File: src/rtl/psd_pkg.sv
// Shared definitions for the pulse-swallow divider.
// Assumes: prescaler base moduli are 8, 16 or 32 only.
package psd_pkg;

    localparam int PSC_W = 6;   // holds the largest base modulus, 32

    typedef enum logic [1:0] {
        PSC_DIV8   = 2'd0,
        PSC_DIV16  = 2'd1,
        PSC_DIV32  = 2'd2,
        PSC_DIV32X = 2'd3
    } psc_code_e;

    // Map a select code to the prescaler base modulus P.
    function automatic logic [PSC_W-1:0] psc_base(input logic [1:0] code);
        case (psc_code_e'(code))
            PSC_DIV8:  psc_base = PSC_W'(8);
            PSC_DIV16: psc_base = PSC_W'(16);
            default:   psc_base = PSC_W'(32);
        endcase
    endfunction

endpackage

File: src/rtl/psd_prescaler.sv
// Dual-modulus prescaler: counts input cycles and raises tick on the last
// cycle of each prescaler cycle. The cycle length is base+1 when plus_one
// is set at the moment of (re)load, otherwise base.
// Assumes: base >= 2 and stable between reloads.
module psd_prescaler #(
    parameter int PSC_W = 6
) (
    input  logic             clk,
    input  logic             rst_n,
    input  logic             reload,
    input  logic [PSC_W-1:0] base,
    input  logic             plus_one,
    output logic             tick
);

    logic [PSC_W-1:0] cnt;

    assign tick = (cnt == '0);

    // Count down; restart at base (P+1 states) or base-1 (P states).
    always_ff @(posedge clk) begin
        if (!rst_n || reload || tick) begin
            cnt <= plus_one ? base : base - PSC_W'(1);
        end else begin
            cnt <= cnt - PSC_W'(1);
        end
    end

endmodule

File: src/rtl/psd_swallow_ctrl.sv
// Swallow and main counters with the period-boundary settings capture.
// Drives the prescaler modulus: P+1 while swallow cycles remain, else P.
// Assumes: tick comes from the prescaler driven by base/plus_one below.
module psd_swallow_ctrl
    import psd_pkg::*;
#(
    parameter int A_W = 5,
    parameter int B_W = 13
) (
    input  logic             clk,
    input  logic             rst_n,
    input  logic             hold,
    input  logic             tick,
    input  logic [1:0]       psel_in,
    input  logic [A_W-1:0]   a_in,
    input  logic [B_W-1:0]   b_in,
    output logic [PSC_W-1:0] base,
    output logic             plus_one,
    output logic             reload,
    output logic             period_end,
    output logic [1:0]       act_psel,
    output logic [A_W-1:0]   act_a,
    output logic [B_W-1:0]   act_b
);

    logic [A_W-1:0] a_rem;
    logic [B_W-1:0] b_rem;
    logic [B_W-1:0] b_load;
    logic           loading;

    assign b_load     = (b_in == '0) ? B_W'(1) : b_in;
    assign period_end = tick && (b_rem == B_W'(1)) && !hold;
    assign reload     = hold || period_end;
    assign loading    = !rst_n || reload;

    // Pick modulus source: live inputs when loading, captured values otherwise.
    always_comb begin
        if (loading) begin
            base     = psc_base(psel_in);
            plus_one = (a_in != '0);
        end else begin
            base     = psc_base(act_psel);
            plus_one = (a_rem > A_W'(1));
        end
    end

    // Capture settings at load; step both counters on every prescaler tick.
    always_ff @(posedge clk) begin
        if (loading) begin
            act_psel <= psel_in;
            act_a    <= a_in;
            act_b    <= b_in;
            a_rem    <= a_in;
            b_rem    <= b_load;
        end else if (tick) begin
            a_rem <= (a_rem != '0) ? a_rem - A_W'(1) : '0;
            b_rem <= b_rem - B_W'(1);
        end
    end


    cfg_stable_chk: assert property (@(posedge clk) disable iff (!rst_n)
        !loading |=> ($stable(act_a) && $stable(act_b) && $stable(act_psel)));


    swallow_bound_chk: assert property (@(posedge clk) disable iff (!rst_n)
        !loading |=> (a_rem <= act_a));


    main_nonzero_chk: assert property (@(posedge clk) disable iff (!rst_n)
        tick |=> (b_rem != '0));

endmodule

File: src/rtl/psd_ratio_check.sv
// Ratio legality: A must not exceed B, and N = B*P + A must be at least
// P*P - P for the ratio to lie in the gap-free range.
// Assumes: B_W > A_W.
module psd_ratio_check
    import psd_pkg::*;
#(
    parameter int A_W = 5,
    parameter int B_W = 13
) (
    input  logic [1:0]     psel,
    input  logic [A_W-1:0] a_val,
    input  logic [B_W-1:0] b_val,
    output logic           ok
);

    localparam int N_W = B_W + PSC_W;

    logic [PSC_W-1:0] p;
    logic [N_W-1:0]   n_ratio;
    logic [N_W-1:0]   n_min;
    logic [B_W-1:0]   a_ext;

    // Compute the ratio, its lower contiguity limit and the A<=B test.
    always_comb begin
        p       = psc_base(psel);
        a_ext   = {{(B_W-A_W){1'b0}}, a_val};
        n_ratio = N_W'(b_val) * N_W'(p) + N_W'(a_val);
        n_min   = N_W'(p) * N_W'(p) - N_W'(p);
        ok      = (a_ext <= b_val) && (n_ratio >= n_min);
    end

endmodule

File: src/rtl/pulse_swallow_div.sv
// Pulse-swallow feedback divider top: prescaler, swallow/main counters,
// ratio check and the registered output pulse.
// Assumes: cnt_rst and pwr_dn are synchronous to clk.
module pulse_swallow_div
    import psd_pkg::*;
#(
    parameter int A_W = 5,
    parameter int B_W = 13
) (
    input  logic           clk,
    input  logic           rst_n,
    input  logic [1:0]     psc_sel,
    input  logic [A_W-1:0] swallow_a,
    input  logic [B_W-1:0] main_b,
    input  logic           cnt_rst,
    input  logic           pwr_dn,
    output logic           div_out,
    output logic           ratio_ok
);

    logic             hold;
    logic             tick;
    logic [PSC_W-1:0] base;
    logic             plus_one;
    logic             reload;
    logic             period_end;
    logic [1:0]       act_psel;
    logic [A_W-1:0]   act_a;
    logic [B_W-1:0]   act_b;

    assign hold = cnt_rst || pwr_dn;

    psd_prescaler #(.PSC_W(PSC_W)) u_psc (
        .clk      (clk),
        .rst_n    (rst_n),
        .reload   (reload),
        .base     (base),
        .plus_one (plus_one),
        .tick     (tick)
    );

    psd_swallow_ctrl #(.A_W(A_W), .B_W(B_W)) u_ctrl (
        .clk        (clk),
        .rst_n      (rst_n),
        .hold       (hold),
        .tick       (tick),
        .psel_in    (psc_sel),
        .a_in       (swallow_a),
        .b_in       (main_b),
        .base       (base),
        .plus_one   (plus_one),
        .reload     (reload),
        .period_end (period_end),
        .act_psel   (act_psel),
        .act_a      (act_a),
        .act_b      (act_b)
    );

    psd_ratio_check #(.A_W(A_W), .B_W(B_W)) u_chk (
        .psel  (act_psel),
        .a_val (act_a),
        .b_val (act_b),
        .ok    (ratio_ok)
    );

    // Register the end-of-period strobe as the output pulse.
    always_ff @(posedge clk) begin
        if (!rst_n || hold) begin
            div_out <= 1'b0;
        end else begin
            div_out <= period_end;
        end
    end


    pulse_width_chk: assert property (@(posedge clk) disable iff (!rst_n)
        div_out |=> !div_out);


    hold_quiet_chk: assert property (@(posedge clk) disable iff (!rst_n)
        hold |=> !div_out);


    reset_quiet_chk: assert property (@(posedge clk)
        !rst_n |=> !div_out);


    ratio_order_chk: assert property (@(posedge clk) disable iff (!rst_n)
        ratio_ok |-> ({{(B_W-A_W){1'b0}}, act_a} <= act_b));

endmodule

File: config.mk
export PLATFORM = sky130hd
export DESIGN_NAME = pulse_swallow_div
export DESIGN_NICKNAME = d
export VERILOG_FILES = /design/src/rtl/psd_pkg.sv /design/src/rtl/psd_prescaler.sv /design/src/rtl/psd_swallow_ctrl.sv /design/src/rtl/psd_ratio_check.sv /design/src/rtl/pulse_swallow_div.sv
export SDC_FILE = /design/constraint.sdc
export NUM_CORES = 1
export LEC_CHECK = 0
export CORE_UTILIZATION = 67
export CTS_BUF_LIST = sky130_fd_sc_hd__clkbuf_8
export DETAILED_ROUTE_END_ITERATION = 10
export GPL_TIMING_DRIVEN = 0
export PLACE_DENSITY = 0.92
export SYNTH_ARGS = -nofsm -noshare
export SYNTH_HDL_FRONTEND = slang
export SYNTH_SLANG_ARGS = --single-unit
File: constraint.sdc
create_clock -name clk -period 15.2 [get_ports clk]
set_clock_uncertainty 0.05 [all_clocks]
set_input_delay 3.04 -clock clk [delete_from_list [all_inputs] [get_ports clk]]
set_output_delay 3.04 -clock clk [all_outputs]
set_load 0.05 [all_outputs]
# [Word level (Yosys, flattened, before mapping)]
# Cells that the tools add are included.
[totals] ff_bits=45 input_bits=24 out_inout_bits=2 elab_cells=50
[classes] addsub=6 multipliers=2 n_lt_le_gt_ge=3 n_eq_ne=3 mux=12 n_reduce_logical=17
[ops] cell="13-bit two-way mux" count=3
[ops] cell="6-bit case mux with 2 select lines" count=2
[ops] cell="19-bit by 5-bit adder with 19-bit output" count=1
[ops] cell="19-bit >= comparator" count=1
[ops] cell="13-bit by 6-bit multiplier with 19-bit output" count=1
[ops] cell="6-bit two-way mux" count=3
[ops] cell="5-bit two-way mux" count=3
[ops] cell="13-bit by 1-bit == test with 1-bit output (second input constant)" count=1
[ops] cell="5-bit by 13-bit <= comparator with 1-bit output" count=1
[ops] cell="13-bit zero test" count=1
[ops] cell="12-bit by 6-bit subtractor with 13-bit output" count=1
[ops] cell="13-bit by 1-bit subtractor with 13-bit output (second input constant)" count=1
[ops] cell="6-bit by 6-bit multiplier with 12-bit output" count=1
[ops] cell="6-bit by 1-bit subtractor with 6-bit output (second input constant)" count=2
[ops] cell="5-bit nonzero test" count=2
[ops] cell="6-bit zero test" count=1
[ops] cell="5-bit by 1-bit greater-than comparator with 1-bit output (second input constant)" count=1
[ops] cell="1-bit logical OR" count=5
[ops] cell="5-bit by 1-bit subtractor with 5-bit output (second input constant)" count=1
[ops] cell="2-bit by 1-bit == test with 1-bit output (second input constant)" count=2
[ops] cell="2-bit zero test" count=2
[ops] cell="1-bit logical AND" count=3
[ops] cell="1-bit zero test" count=2
[ops] cell="2-bit nonzero test" count=1
[ops] cell="1-bit two-way mux" count=1

# [Depth between registers and ports, before layout]
[depth] ltp_word=9 depth_mapped=18 mapped_depth_nobuf=17

# [Hierarchy]
# From an unflattened synthesis, not the netlist that was laid out.
[unflattened] hier_cells=450 area_unflattened_um2=4539.4
[modules_own_cells] mod="psd_ratio_check" n_inst=1 cells_each=256 area_per_inst_um2=2028.2 seq_area_each_um2=0.0
[modules_own_cells] mod="psd_swallow_ctrl" n_inst=1 cells_each=142 area_per_inst_um2=2001.9 seq_area_each_um2=1141.1
[modules_own_cells] mod="psd_prescaler" n_inst=1 cells_each=49 area_per_inst_um2=470.5 seq_area_each_um2=120.1
[modules_own_cells] mod="pulse_swallow_div" n_inst=1 cells_each=3 area_per_inst_um2=38.8 seq_area_each_um2=20.0

# [Worst setup path after synthesis]
# Ideal clock, no wire load.
[synth_timing] path_type="reg-to-output" start="register u_ctrl.act_psel[1]" end="output port ratio_ok" arrival_ns=4.743 t_required_ns=12.110 slack_ns=7.367 path_stages_with_launch=18 path_buffers=1 cell_sequence="edfxtp_1 -> nor2b_1 -> clkbuf_1 -> nand2_1 -> fa_1 -> inv_1 -> ha_1 -> ha_1 -> ha_1 -> ha_1 -> nand2_1 -> or3_1 -> nand2_1 -> xor2_1 -> ha_1 -> a21boi_0 -> nor4_1 -> a41oi_1"
[synth_via] elab_chain_cells=6 word_cells_on_any_way=9 classes_between="add/sub (2); mul (2); order compare (1); eq/ne (1); mux (1); reduce/logical (2)"
[synth_rtl] item="start: declaration" line="psd_swallow_ctrl.sv:21" rtl="output logic [1:0] act_psel,"
[synth_rtl] item="start signal: assignment" line="psd_swallow_ctrl.sv:50" rtl="act_psel <= psel_in;"
[synth_rtl] item="2-bit by 1-bit == test with 1-bit output / 2-bit zero test (equally long branches)" line="psd_pkg.sv:16" rtl="case (psc_code_e'(code))"
[synth_rtl] item="6-bit case mux with 2 select lines (*)" line="psd_pkg.sv:16"
[synth_rtl] item="13-bit by 6-bit multiplier with 19-bit output / 6-bit by 6-bit multiplier with 12-bit output (equally long branches)" line="psd_ratio_check.sv:27, psd_ratio_check.sv:28"
[synth_rtl] item="19-bit by 5-bit adder with 19-bit output / 12-bit by 6-bit subtractor with 13-bit output (equally long branches)" line="psd_ratio_check.sv:27, psd_ratio_check.sv:28"
[synth_rtl] item="19-bit >= comparator (*)" line="psd_ratio_check.sv:29" rtl="ok = (a_ext <= b_val) && (n_ratio >= n_min);"
[synth_rtl] item="1-bit logical AND (*)" line="psd_ratio_check.sv:29"
[synth_rtl] item="end: declaration" line="pulse_swallow_div.sv:18" rtl="output logic ratio_ok"
# Every way passes the cells marked *; elsewhere a longest branch is shown, timed or not.

# [Worst setup path after layout]
# Ends and elaborated chain as after synthesis.

==> out/results.ini <==
[layout]
syn2layout_area_growth_pct=10.3
multi_input_area_um2=2670
seq_area_um2=1280
fin_util_pct=77.0
nNetsFinal=588
drive_gt1_share_pct=3.96
n_antenna_cell=0
fillers=412

[power]
power_uw=345
p_clk_share_pct=19.6
switchingPower_uw=115
p_comb_share_pct=35.5
swShare_pct=33.2
p_int_uw=230
ir_drop_mv=0.0641
p_per_area_nw_per_um2=75.2
p_seq_share_pct=44.9
power.leakage_uw=0.00214

[sta]
min_period_over_period_pct=60.9
timing.fmax_mhz=108
holdWs_ns=0.410
slew_headroom_pct=42.5
setup_violations=0
tightest_slew_ns=0.861
final.setup.tns_ns=0
hold_viol=0
slew_violations=0
rsz0062_at_grt=no
min_period_ns=9.26

[logic_synthesis]
ys_ff_latch=45
yosys-top-cells-area=edfxtp_1 (27%), ha_1 (22%), fa_1 (6.3%), nand2_1 (5.9%), inv_1 (4.1%)
synth_nets=556
yosysSeqAreaShare_pct=30.8
synth_commonest_cells=ha_1 (72), nand2_1 (65), inv_1 (45), edfxtp_1 (38), nor2_1 (29)
async_flop_share_pct=0
yosysTopAreaCell=edfxtp_1
synth_ff_type=edfxtp_1
syn-instance-count=447
yosysWarnings=0
syn_area_per_cell_um2=9.31
synth.top_cell.area_share_pct=27.4
synth_area_um2=4160
synth_edf_count=38
synth_cell_types=48
synth_most_common_cell=ha_1

[clocking]
cts_buffer_depth=2
cts.sinks=45
tritoncts=done
clk_latency_ns=0.29
cts-root-buf=clkbuf_8
cts_made_buffers=5
holdBufCountCts=0
postCtsSetupRepairBufs=0
h-tree-depth=2
cts_resized=0
cts.clk_slew.worst_paths_ns=0.07

[place]
gp_congestion=0.909
dp_hpwl_um=6740
io_buffers=25

[worst_setup_path]
path_class=reg -> out
required_ns=12.11
crit_fanout=10
endpoint_kind=output pin
cp-start-kind=flop
arrival_ns=6.17

[global_route]
grt_overflow=0
grt_pass1_vias=3163
antenna_found_initial=0
grt_max_degree=30
grt_pass1_wl_um=13900
grtUsageTotal_pct=27.7

[floorplan]
die_h_um=80.8
die_area_um2=6530
start_util_pct=69.9
core_um2=5960
io_pins=26
die_x_um=80.8
rows=28

[detailed_routing]
dr.pass1.iters=5
routed-via-count=3281
routed_wl_um=8260
avgRoutedWirePerCell_um=14.9
drt-initial-drc-count=148
detail-route-antenna-nets=0
drc_errors=0
vias_per_cell=5.91

[job]
drv_cap=0

[hold_path]
hold_class=reg -> reg

[outcome]
status=finished, final reports clean

==> critical path, cell delays in order (launching register included) <==
cell and delay, ns:
edfxtp_1 0.48, nor2b_1 0.44, clkbuf_1 0.44, nand2_1 0.18, fa_1 0.55, inv_1 0.05, ha_1 0.30, ha_1 0.31
ha_1 0.30, ha_1 0.35, nand2_1 0.08, or3_1 0.41, nand2_1 0.10, xor2_1 0.07, ha_1 0.22, a2111oi_0 0.40
o211ai_1 0.16, nor4_1 0.20, a41oi_1 0.14, clkdlybuf4s50_1 0.71
==> cells in the final DEF, fill, tap and decap left out, types with 3 or more instances in the layout <==
cell,synthesis,layout
a21o_1,6,6
o21a_1,3,3
nand2_1,65,65
inv_1,45,46
nand3_1,5,5
a211oi_1,3,3
a31oi_1,6,6
and2_1,13,13
nor4_1,10,10
clkbuf_1,7,7
nor3_1,9,9
a21oi_1,17,17
nor2b_1,5,5
ha_1,72,72
nand2b_1,3,3
mux2i_1,3,3
buf_2,3,3
nor2_1,29,29
fa_1,13,13
xor2_1,8,8
o31ai_1,4,4
xnor2_1,17,17
clkbuf_8,0,5
clkdlybuf4s50_1,0,25
dfxtp_1,7,7
edfxtp_1,38,38
o21ai_0,24,24
==> path summary, 6_finish.rpt <==
check / start / cells past startpoint / slack, ns / to
worst max-delay path: u_ctrl.act_psel[1] / 19 / 5.94 / ratio_ok
worst min-delay path: u_psc.cnt[0] / 1 / 0.41 / u_psc.cnt[0]
worst max register to register: u_ctrl.b_rem[5] / 8 / 11.93 / u_psc.cnt[4]
worst min register to register: u_psc.cnt[0] / 1 / 0.41 / u_psc.cnt[0]
==> power by group through the flow <==
stage	Clock, µW	Sequential (µW)	Combinational, µW
floorplan	0	155	89.1
global placement	0	157	114
detailed placement	0	157	120
CTS	69.1	155	122
global route	73.9	156	140
finish	67.7	155	123
==> layout make-up <==
cell class | instances | share of cell area, %
Multi-Input combinational cell | 347 | 58.2
Sequential cell | 45 | 27.9
Timing Repair Buffer | 25 | 5.45
Inverter | 45 | 3.68
Tap cell | 75 | 2.05
Clock buffer | 5 | 1.50
Buffer | 10 | 0.900
Clock inverter | 3 | 0.300
==> metrics by stage <==
step	setup slack (ns)	instance area [µm²]	std cells
finish	5.94	4590	555
global route	5.58	4590	555
CTS	5.99	4590	555
detailed placement	6.34	4510	547
global placement	6.44	4510	547
floorplan	7.37	4160	447
==> cells by family (layout without fill, tap and decap cells) <==
group           after synthesis  in the layout  share of synthesized area, %
compound gates               80             80                          12.3
xor+xnor                     25             25                          5.26
fa+ha+maj                    85             85                          27.9
buf+inv                      55             88                          5.05
flops                        45             45                          30.8
mux                           5              5                          1.26
simple gates                152            152                          17.4
==> flip-flops by register name, summed over array words and instances, names as in the netlist <==
register	flops
u_ctrl.b_rem	13
u_ctrl.act_b	13
u_ctrl.act_psel	2
u_ctrl.act_a	5
div_out	1
u_ctrl.a_rem	5
u_psc.cnt	6
==> routing by layer <==
metal	GRT usage [%]	wire length, µm	up-vias
li1	-	-	1635
met1	33.6	3430	1538
met2	51.7	4360	93
met3	2.02	341	15
met4	8.75	127	0
met5	0	0	-
Power figures use the tool's default switching activity.
